--- src/rtl/pcnt_pkg.sv ---
package pcnt_pkg;

    typedef enum logic {
        CLR_ASYNC = 1'b0,
        CLR_SYNC  = 1'b1
    } clr_style_e;

    typedef enum logic [1:0] {
        OP_HOLD  = 2'd0,
        OP_COUNT = 2'd1,
        OP_LOAD  = 2'd2,
        OP_CLEAR = 2'd3
    } cnt_op_e;

    typedef struct packed {
        logic clr_n;
        logic load_n;
        logic en_p;
        logic en_t;
    } cnt_ctrl_t;

endpackage

--- src/rtl/pcnt_mode_dec.sv ---
module pcnt_mode_dec
    import pcnt_pkg::*;
#(
    parameter clr_style_e CLR_STYLE = CLR_ASYNC
) (
    input  cnt_ctrl_t ctrl,
    output cnt_op_e   op
);
    localparam bit SYNC_CLR = (CLR_STYLE == CLR_SYNC);

    logic sync_clear;
    assign sync_clear = SYNC_CLR && !ctrl.clr_n;

    always_comb begin
        if (sync_clear)
            op = OP_CLEAR;
        else if (!ctrl.load_n)
            op = OP_LOAD;
        else if (ctrl.en_p && ctrl.en_t)
            op = OP_COUNT;
        else
            op = OP_HOLD;
    end
endmodule

--- src/rtl/pcnt_state_reg.sv ---
module pcnt_state_reg
    import pcnt_pkg::*;
#(
    parameter int WIDTH = 4
) (
    input  logic             clk,
    input  logic             aclr_n,
    input  cnt_op_e          op,
    input  logic [WIDTH-1:0] din,
    output logic [WIDTH-1:0] q
);
    localparam logic [WIDTH-1:0] ONE  = {{(WIDTH-1){1'b0}}, 1'b1};
    localparam logic [WIDTH-1:0] ZERO = '0;

    logic [WIDTH-1:0] q_r;
    logic [WIDTH-1:0] q_next;

    always_comb begin
        unique case (op)
            OP_CLEAR: q_next = ZERO;
            OP_LOAD:  q_next = din;
            OP_COUNT: q_next = q_r + ONE;
            default:  q_next = q_r;
        endcase
    end

    always_ff @(posedge clk or negedge aclr_n) begin
        if (!aclr_n)
            q_r <= ZERO;
        else
            q_r <= q_next;
    end

    assign q = q_r;
endmodule

--- src/rtl/pcnt_carry_gen.sv ---
module pcnt_carry_gen #(
    parameter int WIDTH = 4
) (
    input  logic [WIDTH-1:0] q,
    input  logic             en_t,
    output logic             carry
);
    logic at_top;
    assign at_top = &q;
    assign carry  = en_t & at_top;
endmodule

--- src/rtl/pcnt_counter.sv ---
module pcnt_counter
    import pcnt_pkg::*;
#(
    parameter int         WIDTH     = 4,
    parameter clr_style_e CLR_STYLE = CLR_ASYNC
) (
    input  logic             clk,
    input  logic             clr_n,
    input  logic             load_n,
    input  logic             en_p,
    input  logic             en_t,
    input  logic [WIDTH-1:0] din,
    output logic [WIDTH-1:0] q,
    output logic             carry
);
    localparam logic [WIDTH-1:0] ZERO = '0;
    localparam logic [WIDTH-1:0] ONE  = {{(WIDTH-1){1'b0}}, 1'b1};

    cnt_ctrl_t ctrl;
    cnt_op_e   op;
    logic      aclr_n;

    assign ctrl = '{clr_n: clr_n, load_n: load_n, en_p: en_p, en_t: en_t};

    generate
        if (CLR_STYLE == CLR_ASYNC) begin : g_aclr
            assign aclr_n = clr_n;
        end else begin : g_sclr
            assign aclr_n = 1'b1;
        end
    endgenerate

    pcnt_mode_dec #(.CLR_STYLE(CLR_STYLE)) u_dec (
        .ctrl (ctrl),
        .op   (op)
    );

    pcnt_state_reg #(.WIDTH(WIDTH)) u_reg (
        .clk    (clk),
        .aclr_n (aclr_n),
        .op     (op),
        .din    (din),
        .q      (q)
    );

    pcnt_carry_gen #(.WIDTH(WIDTH)) u_carry (
        .q     (q),
        .en_t  (en_t),
        .carry (carry)
    );

    AST_LOAD_DATA: assert property (@(posedge clk) disable iff (!clr_n)
        !load_n |=> q == $past(din));

    AST_COUNT_STEP: assert property (@(posedge clk) disable iff (!clr_n)
        (load_n && en_p && en_t) |=> q == $past(q) + ONE);

    AST_HOLD_IDLE: assert property (@(posedge clk) disable iff (!clr_n)
        (load_n && !(en_p && en_t)) |=> $stable(q));

    AST_CARRY_WRAP: assert property (@(posedge clk) disable iff (!clr_n)
        (carry && en_p && load_n) |=> q == ZERO);

    always_comb begin
        if (!en_t) AST_CARRY_T: assert (!carry);
    end

    generate
        if (CLR_STYLE == CLR_ASYNC) begin : g_aclr_chk
            AST_ASYNC_CLEAR: assert property (@(posedge clk)
                !clr_n |-> q == ZERO);
        end else begin : g_sclr_chk
            AST_SYNC_CLEAR: assert property (@(posedge clk)
                !clr_n |=> q == ZERO);
        end
    endgenerate
endmodule

--- config.mk ---
export PLATFORM = sky130hd
export DESIGN_NAME = pcnt_counter
export DESIGN_NICKNAME = d
export VERILOG_FILES = /design/src/rtl/pcnt_pkg.sv /design/src/rtl/pcnt_mode_dec.sv /design/src/rtl/pcnt_state_reg.sv /design/src/rtl/pcnt_carry_gen.sv /design/src/rtl/pcnt_counter.sv
export SDC_FILE = /design/constraint.sdc
export NUM_CORES = 1
export LEC_CHECK = 0
export ABC_AREA = 1
export BUFFER_PORTS_ARGS = -buffer_cell sky130_fd_sc_hd__buf_2
export CAP_MARGIN = 5
export CORE_AREA = 8 8 45 47
export CTS_CLUSTER_DIAMETER = 30
export DETAILED_ROUTE_END_ITERATION = 10
export DIE_AREA = 0 0 53 55
export PLACE_DENSITY_LB_ADDON = 0.12
export SYNTH_ARGS = -nofsm -noshare
export SYNTH_HDL_FRONTEND = slang
export SYNTH_HIERARCHICAL = 1
export SYNTH_SLANG_ARGS = --single-unit
--- constraint.sdc ---
create_clock -name clk -period 1.2 [get_ports clk]
set_input_delay 0.24 -clock clk [delete_from_list [all_inputs] [get_ports clk]]
set_output_delay 0.24 -clock clk [all_outputs]
set_load 0.02 [all_outputs]
Word-level counts from Yosys, hierarchy flattened
Cells that the tools add are included.
Storage, ports and cells
  register bits: 4
  logic and storage cells: 12
  input bits: 9
  output and inout bits: 5
Cells by class
  equal/unequal tests: 3
  reductions and logical operators: 3
  muxes and demuxes: 3
  add/subtract/negate cells: 1
  bitwise operators: 1
Operators with widths (count)
  4-bit case mux with 3 select lines: 1
  4-bit by 1-bit adder with 4-bit output, second input constant: 1
  2-bit equality test, second input constant: 2
  4-bit AND reduction: 1
  3-bit nonzero test: 1
  2-bit by 1-bit equality test with 1-bit output, second input constant: 1
  2-bit 2-to-1 mux: 1
  1-bit AND: 1
  1-bit logical AND: 1
  1-bit 2-to-1 mux: 1

Depth between registers and ports, before layout
  depth after elaboration: 5
  gate-level depth with buffers: 9

Cells and area by module
The synthesis kept the hierarchy.
Modules (own cells, without submodules)
  pcnt_state_reg: sequential area each 100.1 um2, instances 1, cells an instance 38, area an instance 280.3 um2
  pcnt_mode_dec: sequential area each 0.0 um2, instances 1, cells an instance 3, area an instance 13.8 um2
  pcnt_carry_gen: sequential area each 0.0 um2, instances 1, cells an instance 3, area an instance 12.5 um2

Worst setup path after synthesis
No wires, ideal clock.
  kind: register to register
  from: reg u_reg.q_r[0] (netlist: u_reg/q[0])
  to: reg u_reg.q_r[1] (netlist: u_reg/q[1])
  path buffers: 0
  slack: 12 ps
  cell stages (with the launch flop): 5
  data arrival time: 1071 ps
  clock period less this slack: 1188 ps
  cells stage by stage: dfrtp_1 ha_1 a22o_1 nand2_1 nand2_1
On the way
  longest elaborated chain between the ends: 2
RTL lines
  start: declaration: RTL line pcnt_state_reg.sv:15  | logic [WIDTH-1:0] q_r;
  start signal: assignment: RTL line pcnt_state_reg.sv:31  | q_r <= q_next;
  4-bit by 1-bit adder with 4-bit output: RTL line pcnt_state_reg.sv:22  | OP_COUNT: q_next = q_r + ONE;
  4-bit case mux with 3 select lines: RTL line pcnt_state_reg.sv:19  | unique case (op)
No other way between the ends.
A chain may end at the register's enable or synchronous reset.

Worst setup path in the final report
Ends and elaborated chain as after synthesis.

==> results.toml <==
[run_status]
outcome = "finished with violations"
failed_checks = "negative setup slack"

[global_route]
grt_overflow_total = 0
grt_usage_pct = 6.02
grt_pass1_wl_um = 1350
grt_max_degree = 7
first_global_vias = 334
antenna_found_initial = 0

[floorplan]
core-area_um2 = 1380
start_util_pct = 22.2
die_w_um = 53
dieArea_um2 = 2920
fp.dieH_um = 55
rows = 14
io_pins = 14

[timing]
skew_ns = 0.00724
hold_viol = 0
period_share_pct = 101
slew_violations = 0
finalCriticalPeriod_ns = 1.21
tightest_slew_ns = 0.169
setup_viol = 2
fmax_mhz = 828
rsz0062_at_grt = "yes"
setup_ws_ns = -0.00772
relSlewSlack_pct = 88.8

[critical_path]
critPathBufInv = 1
r2r_slack_ns = -0.008
crit_path_start_kind = "register"
endpoint_kind = "register"
cp_max_fo = 2
criticalPathCategory = "reg2reg"
cpLargestDelayFamily = "flip-flops"
r2r-end = "u_reg/q[1]$_DFFE_PN0P_"
crit_top_cell = "nand2_1"
r2r-start = "u_reg/q[0]$_DFFE_PN0P_"
reg2reg_depth = 5
cp.required_ns = 1.32
path_cells = "buf_4, ha_4, a22o_1, nand2_1, nand2_1"
arrival_ns = 1.33
crit_path_top_delay_cell = "dfrtp_1"
crit_cells = 5
critPathMaxStageDelay_ns = 0.39

[pwr]
p_int_mw = 0.321
ir_drop_uv = 288
switchingPower_mw = 0.131
p_total_mw = 0.452
p_clk_share_pct = 36.4
p_sw_share_pct = 29.0
combPwrFrac_pct = 28.3
pwr-share-seq_pct = 35.3
power_density_nw_per_um2 = 870
power_leakage_nw = 0.299

[clock_network]
cts_made_buffers = 3
clkTransAtPathRegs_ns = 0.04
cts-htree-levels = 1
clk_path_buf_depth = 2
cts.sinks = 4
cts_tree = "yes"
worstSkewPairLatency_ns = 0.23
cts-root-buf = "clkbuf_4"

[synth]
synth_area_per_cell_um2 = 6.97
synthCells = 44
yosys_warnings = 6
ys_ff_latch = 4
syn_area_um2 = 307
synth.distinct_cells = 13
synth_nets = 57
ys_seq_area_share_pct = 32.7

[layout]
fin_util_pct = 37.5
largest_reg_flops = 4
fin_nets = 84
drive_above_1_share_pct = 44.9
n_fill_cell = 161
insertedDiodeCount = 0
areaGrowthSynthToFinish_pct = 69.4

[min_path]
hold_end = "u_reg/q[3]$_DFFE_PN0P_"
min_from = "din[3]"
min_path_cells = 5
min_path_type = "in2reg"

[drt]
drcViolationCount = 0
viasPerCell = 4.24
vias = 360
wl_um = 865
drt_iter0_markers = 6
dr.pass1.iters = 2
wl_per_cell_um = 10.2
antenna_left = 0

[placed_design]
dp_hpwl_um = 705
io_buffer_count = 13
gp_congestion = 0.692

[flow_run]
cap_violations = 0
## final cells by class
class	count	area, µm²	share of cell area [%]
clock buffers	3	22.5	4.34
inverters	7	26.3	5.06
multi-input cells	33	203	39.0
flip-flops and latches	4	103	19.8
well taps	16	20.0	3.86
repair buffers	22	145	28.0
## placed cells by master, fill, tap and decap left out, types with 2 or more instances in the layout
cell type | Yosys | routed
buf_2 | 0 | 12
buf_4 | 0 | 7
ha_1 | 4 | 3
buf_6 | 0 | 2
nand3_1 | 3 | 3
clkbuf_4 | 0 | 3
dfrtp_2 | 0 | 2
nor2_2 | 1 | 2
dfrtp_1 | 4 | 2
nand2_1 | 18 | 17
inv_1 | 6 | 6
## kinds of logic after synthesis
| logic type | count (synthesis) | synth area share (%) |
|---|---|---|
| AOI/OAI and AO/OA | 4 | 8.98 |
| adders and majority gates | 4 | 16.3 |
| buffers and inverters | 7 | 8.57 |
| DFF | 4 | 32.7 |
| and+or+nand+nor | 25 | 33.5 |
## worst max-delay path by stage
| stage | start | endpoint | slack [ns] |
|---|---|---|---|
| detailed placement | en_t | u_reg/q[1]$_DFFE_PN0P_ | -0.04 |
| global route | u_reg/q[0]$_DFFE_PN0P_ | carry | -0.05 |
| global placement | en_t | u_reg/q[0]$_DFFE_PN0P_ | -0.03 |
| floorplan | u_reg/q[0]$_DFFE_PN0P_ | u_reg/q[1]$_DFFE_PN0P_ | 0.01 |
| finish | u_reg/q[0]$_DFFE_PN0P_ | u_reg/q[1]$_DFFE_PN0P_ | -0.008 |
| CTS | u_reg/q[0]$_DFFE_PN0P_ | carry | -0.02 |
## repair_timing
action	4_1_cts	5_1_grt
pin swaps	2	0
resized for setup	6	4
hold endpoints to repair	4	0
buffers inserted	3	1
hold buffers	1	0
setup endpoints to repair	1	4
## metal layers
metal / vias up / track usage, % / wire [µm]
met1: 160 / 7.16 / 355
met2: 9 / 10.4 / 456
met3: 0 / 1.07 / 53
li1: 191 / - / -
met5: - / 0 / 0
met4: 0 / 2.59 / 0
## synthesized netlist by cell type
| cell | n | share of area [%] |
|---|---|---|
| nor2_1 | 2 | 2.4 |
| nand2_1 | 18 | 22 |
| inv_1 | 6 | 7.3 |
| dfrtp_1 | 4 | 33 |
| ha_1 | 4 | 16 |
| o22ai_1 | 1 | 2.0 |
| nor2_2 | 1 | 2.0 |
| a22o_1 | 1 | 2.9 |
| nand3_1 | 3 | 4.9 |
| a22oi_1 | 1 | 2.4 |
| nand4_1 | 1 | 2.0 |
| o21ai_0 | 1 | 1.6 |
| inv_2 | 1 | 1.2 |
## power groups by stage
| stage | Clock, mW | Sequential [mW] | Combinational (mW) |
|---|---|---|---|
| floorplan | 0 | 0.171 | 0.0395 |
| global placement | 0 | 0.160 | 0.102 |
| global route | 0.176 | 0.161 | 0.144 |
| detailed placement | 0 | 0.160 | 0.103 |
| finish | 0.165 | 0.159 | 0.128 |
| CTS | 0.172 | 0.159 | 0.124 |
## worst register-to-register path: cells and delay by family, from the launching register on
kind	cells	cell delay, ns
flip-flops	1	0.39
adder cells (fa/ha/maj)	1	0.22
AND/OR/NAND/NOR	2	0.12
AO/OA/AOI/OAI	1	0.23
buffers and inverters	1	0.15
## per-stage QoR
stage	cells	hold WS, ns	setup TNS, ns	instance area, µm²	setup WS [ns]
finish	85	0.301	-0.0109	519	-0.00772
global route	85	0.335	-0.0856	519	-0.0510
CTS	84	0.309	-0.0221	500	-0.0221
detailed placement	77	0.0506	-0.129	422	-0.0415
global placement	77	0.0498	-0.0876	422	-0.0341
floorplan	44	-0.0556	0	307	0.0123
Power figures use the tool's default switching activity.
